$ cat config.mk
export PLATFORM = sky130hd
export DESIGN_NAME = scope_trig
export DESIGN_NICKNAME = d
export VERILOG_FILES = /design/src/rtl/scope_trig_pkg.sv /design/src/rtl/st_hyst.sv /design/src/rtl/st_sync.sv /design/src/rtl/st_detect.sv /design/src/rtl/scope_trig.sv
export SDC_FILE = /design/constraint.sdc
export NUM_CORES = 1
export LEC_CHECK = 0
export ABC_AREA = 1
export CORE_MARGIN = 3
export CORE_UTILIZATION = 55
export DETAILED_ROUTE_END_ITERATION = 16
export GPL_ROUTABILITY_DRIVEN = 0
export PLACE_DENSITY = 0.77
export SLEW_MARGIN = 5
export SYNTH_ARGS = -nofsm -noshare
export SYNTH_HDL_FRONTEND = slang
export SYNTH_HIERARCHICAL = 1
export SYNTH_SLANG_ARGS = --single-unit
$ cat constraint.sdc
create_clock -name clk -period 4.1 [get_ports clk]
set_input_delay 0.82 -clock clk [delete_from_list [all_inputs] [get_ports clk]]
set_output_delay 0.82 -clock clk [all_outputs]
set_load 0.05 [all_outputs]
$ cat src/rtl/scope_trig_pkg.sv
// Package: shared encodings for the oscilloscope trigger.
// Assumes the settings word is 5 bits: sign[4], type[3:2], source[1:0].
package scope_trig_pkg;

    typedef enum logic [1:0] {
        SRC_CH1  = 2'b00,
        SRC_CH2  = 2'b01,
        SRC_EXT  = 2'b10,
        SRC_RSVD = 2'b11
    } trig_src_e;

    typedef enum logic [1:0] {
        TT_RISE   = 2'b00,
        TT_FALL   = 2'b01,
        TT_PPULSE = 2'b10,
        TT_NPULSE = 2'b11
    } trig_type_e;

    typedef struct packed {
        logic       sign;
        trig_type_e ttype;
        trig_src_e  src;
    } trig_cfg_t;

endpackage

$ cat src/rtl/st_hyst.sv
// Module: hysteresis comparator turning a sample stream into a level.
// Assumes one sample per clock; when the thresholds overlap, the upper one wins.
module st_hyst #(
    parameter int DW = 8
) (
    input  logic          clk,
    input  logic          rst_n,
    input  logic [DW-1:0] smp,
    input  logic [DW-1:0] thr_hi,
    input  logic [DW-1:0] thr_lo,
    output logic          lvl
);

    // Set on reaching the upper threshold, clear on reaching the lower one, else hold.
    always_ff @(posedge clk) begin
        if (!rst_n)
            lvl <= 1'b0;
        else if (smp >= thr_hi)
            lvl <= 1'b1;
        else if (smp <= thr_lo)
            lvl <= 1'b0;
    end

endmodule

$ cat src/rtl/st_sync.sv
// Module: multi-flop synchroniser for an asynchronous single-bit input.
// Assumes STAGES >= 2 and a slowly changing input.
module st_sync #(
    parameter int STAGES = 2
) (
    input  logic clk,
    input  logic rst_n,
    input  logic din,
    output logic dout
);

    logic [STAGES-1:0] sr_q;

    // Shift the input through the flop chain.
    always_ff @(posedge clk) begin
        if (!rst_n)
            sr_q <= '0;
        else
            sr_q <= {sr_q[STAGES-2:0], din};
    end

    assign dout = sr_q[STAGES-1];

endmodule

$ cat src/rtl/st_detect.sv
// Module: edge and pulse-width detector with a one-shot, re-armable output.
// Assumes the level input is already synchronous.
// A pulse is judged on the clock its trailing edge is seen.
module st_detect
    import scope_trig_pkg::*;
#(
    parameter int CNT_W = 32
) (
    input  logic             clk,
    input  logic             rst_n,
    input  logic             lvl,
    input  trig_type_e       ttype,
    input  logic             sign,
    input  logic [CNT_W-1:0] limit,
    input  logic             rearm,
    output logic             trig,
    output logic             armed
);

    localparam logic [CNT_W-1:0] CNT_MAX = {CNT_W{1'b1}};

    logic             prev_q;
    logic [CNT_W-1:0] cnt_q;
    logic             act_now, act_prev, width_ok, fire;

    // A negative pulse is a positive pulse of the inverted level.
    assign act_now  = (ttype == TT_NPULSE) ? ~lvl    : lvl;
    assign act_prev = (ttype == TT_NPULSE) ? ~prev_q : prev_q;
    assign width_ok = sign ? (cnt_q > limit) : (cnt_q < limit);

    // Pick the firing condition for the selected trigger type.
    always_comb begin
        unique case (ttype)
            TT_RISE: fire = lvl & ~prev_q;
            TT_FALL: fire = ~lvl & prev_q;
            default: fire = act_prev & ~act_now & width_ok;
        endcase
    end

    // Remember the previous level and count the width of the active phase, saturating.
    always_ff @(posedge clk) begin
        if (!rst_n) begin
            prev_q <= 1'b0;
            cnt_q  <= '0;
        end else begin
            prev_q <= lvl;
            if (act_now)
                cnt_q <= act_prev ? ((cnt_q == CNT_MAX) ? cnt_q : cnt_q + 1'b1)
                                  : CNT_W'(1);
        end
    end

    // Emit a one-cycle strobe when armed; disarm until rearm is seen.
    always_ff @(posedge clk) begin
        if (!rst_n) begin
            trig  <= 1'b0;
            armed <= 1'b1;
        end else begin
            trig <= fire & armed;
            if (rearm)
                armed <= 1'b1;
            else if (fire)
                armed <= 1'b0;
        end
    end

endmodule

$ cat src/rtl/scope_trig.sv
// Module: oscilloscope trigger top. It holds the threshold, settings and
// pulse-limit registers, conditions both channels and the external pin,
// and selects one source for the detector.
// Assumes one sample per clock. The reserved source code 11 behaves as external.
module scope_trig
    import scope_trig_pkg::*;
#(
    parameter int DW    = 8,
    parameter int CNT_W = 32
) (
    input  logic                 clk,
    input  logic                 rst_n,
    input  logic [DW-1:0]        ch1_smp,
    input  logic [DW-1:0]        ch2_smp,
    input  logic                 ext_in,
    input  logic                 thr_wr,
    input  logic [2*DW-1:0]      thr_data,
    input  logic                 cfg_wr,
    input  logic [4:0]           cfg_data,
    input  logic                 lim_hi_wr,
    input  logic                 lim_lo_wr,
    input  logic [CNT_W/2-1:0]   lim_data,
    input  logic                 rearm,
    output logic                 trig_out
);

    localparam int HALF_W = CNT_W / 2;
    localparam int NCH    = 2;
    localparam logic [DW-1:0] THR_HI_RST = DW'(3 << (DW - 2));
    localparam logic [DW-1:0] THR_LO_RST = DW'(1 << (DW - 2));

    logic [DW-1:0]     thr_hi_q, thr_lo_q;
    trig_cfg_t         cfg_q;
    logic [HALF_W-1:0] lim_shadow_q;
    logic [CNT_W-1:0]  lim_q;
    logic [DW-1:0]     smp [NCH];
    logic [NCH-1:0]    lvl;
    logic              ext_lvl, src_lvl, armed_q;

    // Threshold and settings registers.
    always_ff @(posedge clk) begin
        if (!rst_n) begin
            thr_hi_q <= THR_HI_RST;
            thr_lo_q <= THR_LO_RST;
            cfg_q    <= '0;
        end else begin
            if (thr_wr) begin
                thr_hi_q <= thr_data[2*DW-1:DW];
                thr_lo_q <= thr_data[DW-1:0];
            end
            if (cfg_wr)
                cfg_q <= trig_cfg_t'(cfg_data);
        end
    end

    // Pulse limit: the upper half waits in a shadow until the lower half commits both.
    always_ff @(posedge clk) begin
        if (!rst_n) begin
            lim_shadow_q <= '0;
            lim_q        <= '0;
        end else begin
            if (lim_hi_wr)
                lim_shadow_q <= lim_data;
            if (lim_lo_wr)
                lim_q <= {lim_shadow_q, lim_data};
        end
    end

    assign smp[0] = ch1_smp;
    assign smp[1] = ch2_smp;

    // One hysteresis comparator per analog channel.
    for (genvar c = 0; c < NCH; c++) begin : g_ch
        st_hyst #(.DW(DW)) u_hyst (
            .clk    (clk),
            .rst_n  (rst_n),
            .smp    (smp[c]),
            .thr_hi (thr_hi_q),
            .thr_lo (thr_lo_q),
            .lvl    (lvl[c])
        );
    end

    st_sync #(.STAGES(2)) u_ext_sync (
        .clk   (clk),
        .rst_n (rst_n),
        .din   (ext_in),
        .dout  (ext_lvl)
    );

    // Select the trigger source level.
    always_comb begin
        unique case (cfg_q.src)
            SRC_CH1: src_lvl = lvl[0];
            SRC_CH2: src_lvl = lvl[1];
            default: src_lvl = ext_lvl;
        endcase
    end

    st_detect #(.CNT_W(CNT_W)) u_det (
        .clk   (clk),
        .rst_n (rst_n),
        .lvl   (src_lvl),
        .ttype (cfg_q.ttype),
        .sign  (cfg_q.sign),
        .limit (lim_q),
        .rearm (rearm),
        .trig  (trig_out),
        .armed (armed_q)
    );

endmodule

==> results.md <==
* Outcome: finished clean
* Post-Synth XOR/XNOR Area at 1.88%
* Post-DP HPWL at 11.4 mm
* Core Util, Final at 66.6%
* Final #Nets at 1,125
* Commonest cells after routing, fill and taps aside: 208 x nor2_1, 185 x nand2_1, 119 x inv_1
* Dpl ws at 1460 ps
* RSZ-0062 raised after global routing: no
* Die width at 114 µm
* CTS Sinks at 108
* Overflow left after global routing at 0
* Simple-gate portion of the synthesized area at 30.5%
* Peak Freq at 359 MHz
* Max Transition Viols Final at 0
* ANT cells at 0
* CTS root buf: clkbuf_16
* Cells after DPL at 1,128
* Hold buffer count at cts at 0
* Clock buffer depth at 2
* Cell area power density at 335 nW/µm²
* Largest cells by area after synthesis: dfxtp_1 34%, ha_1 13%, nor2_1 12%
* Fin cells at 1,144
* # H-tree levels at 3
* Initial Util at 57.9%
* Hold Path Class: flip-flop to flip-flop
* # setup viols final at 0
* DP Area at 7090 µm²
* Min cycle time layout at 2790 ps
* Startpoint types: flip-flop
* WHS at 423 ps
* Worst Path Required at 4400 ps
* Via density at 5.15
* Mapped cell area at 6450 µm²
* Register area at 2160 µm²
* Post-cts resize count at 0
* CP Max Fanout at 30
* Initial antenna violation count at 0
* Compound-Gate Fraction of Synth Area at 11.6%
* Register bit count reported by yosys at 108
* 1st-pass router iterations at 5
* Die ar. at 13,100 µm²
* Syn nets at 1,075
* Total Power at 2.49 mW
* Remaining antenna violation count after routing at 0
* DR DRC count at 0
* Vias in the first global route at 5,360
* Drt total wl at 15.5 mm
* CP arrival at 3090 ps
* Io pins at 62
* Synthesis warning total at 6
* Number of max-cap violations at 0
* Number of CTS-inserted buffers at 9
* Row cnt at 38
* WL/cell at 13.5 µm
* Initial DRC count at 495
* Clk_lat worst skew at 370 ps
* Worst-path clk slew at 80 ps
* Number of port buffers at 61
* Tcrit/Tclk final at 68.0%
* Most common cell after layout, fill and taps aside: nor2_1
* Layout cell share with drive strength beyond 1 at 5.38%
* Largest net degree at the start of global routing at 77
* Post-Synth Adder-Cell Area at 12.6%
* Setup bufs post-CTS at 0
* Seq/Total Area, Yosys at 33.5%
* Cell taking the most area after synthesis: dfxtp_1
* Final Hold Fails at 0
* Pleak at 3.34 nW
* Mapped Cells at 949
* Slew at the pin with the worst max-slew slack at 1170 ps
* Main combinational cell family by area after synthesis: simple AND/OR/NAND/NOR gates
* Mean Syn Cell Area at 6.79 µm²
* Multi-input gate area at 3640 µm²
* Total negative slack at 0 ps
* TritonCTS clock tree: yes
* Fillcell total at 988
* Die Span Y at 114 µm
* Mux share of post-synthesis cell area at 0%
* DR vias at 5,897
* Share of the synthesized area in the top cell type at 33.5%
* Tot GR Track Use at 24.4%
* CP Class: flip-flop to flip-flop
* Yosys cell types at 36
* Finished Cell Area at 7410 µm²
* VDD IR max at 0.000415 V
* Setup Skew at 10.7 ps
* Worst Slack Setup Final at 1310 ps
* Critical Path End Type: flip-flop
* Core area at 11,100 µm²
* Area Growth Syn to Fin at 15.0%
* First-pass GRT wire length at 25.5 mm
* Relative slew slack at 22.2%
-- cell families (layout without fill, tap and decap cells) --
logic type,after synthesis,in the layout
xor+xnor,13,13
simple gates,472,472
buf+inv,153,208
fa+ha+maj,65,65
flops,108,108
compound gates,138,138
-- state kept, by name, summed over array words and instances, names as in the netlist, 2 cells and up --
name / flops
lim_q: 32
u_det/cnt_q: 32
lim_shadow_q: 16
thr_hi_q: 8
thr_lo_q: 8
cfg_q: 5
g_ch.u_hyst/lvl: 2
u_ext_sync/sr_q: 2
-- final timing paths --
kind,start,end,slack [ps],depth (start not counted)
max reg2reg,cfg_q[2],u_det/cnt_q[11],1310,10
min,u_ext_sync/sr_q[0],u_ext_sync/sr_q[1],420,2
max,cfg_q[2],u_det/cnt_q[11],1310,10
min reg2reg,u_ext_sync/sr_q[0],u_ext_sync/sr_q[1],420,2
-- final cells by class --
cell class,count,area share [%]
timing repair buffer,64,8.47
sequential,108,29.2
inverter,128,6.48
multi-input combinational,688,49.1
tap,140,2.36
clock buffer,9,3.04
clock inverter,7,1.35
-- critical path: stages (launching register included) --
cell and delay [ps]:
dfxtp_1 380, nand2_1 130, xor2_2 500, inv_2 220, nand3_1 200, nand2_2 290, inv_2 530, nand2_1 160
nand2_1 120, nand2_1 70, nor2_1 120
-- power by group --
part | internal (mW) | switching, mW
registers | 1.10 | 0.0379
logic | 0.159 | 0.232
clock network | 0.498 | 0.455
total | 1.76 | 0.724
-- metal layers --
| metal | track usage (%) | vias to the layer above | part of all wire [%] |
|---|---|---|---|
| met3 | 5.29 | 25 | 5.8 |
| met2 | 41.6 | 183 | 46 |
| met5 | 0 | - | 0 |
| li1 | - | 3102 | - |
| met4 | 5.94 | 0 | 1.5 |
| met1 | 31.4 | 2587 | 46 |
-- cell usage after synthesis (all sizes together) --
master  number
nor2       213
nand3       29
nand4       12
and3         1
inv        127
a21o         6
nor3b        3
a21boi       2
dfxtp      108
o21ai       76
a211oi       1
clkinv       1
or2          1
o21ba        1
nor3        22
nand2      189
and2         2
buf         18
ha          65
xor2        13
o21a         2
a21oi       50
clkbuf       7
Power figures use the tool's default switching activity.
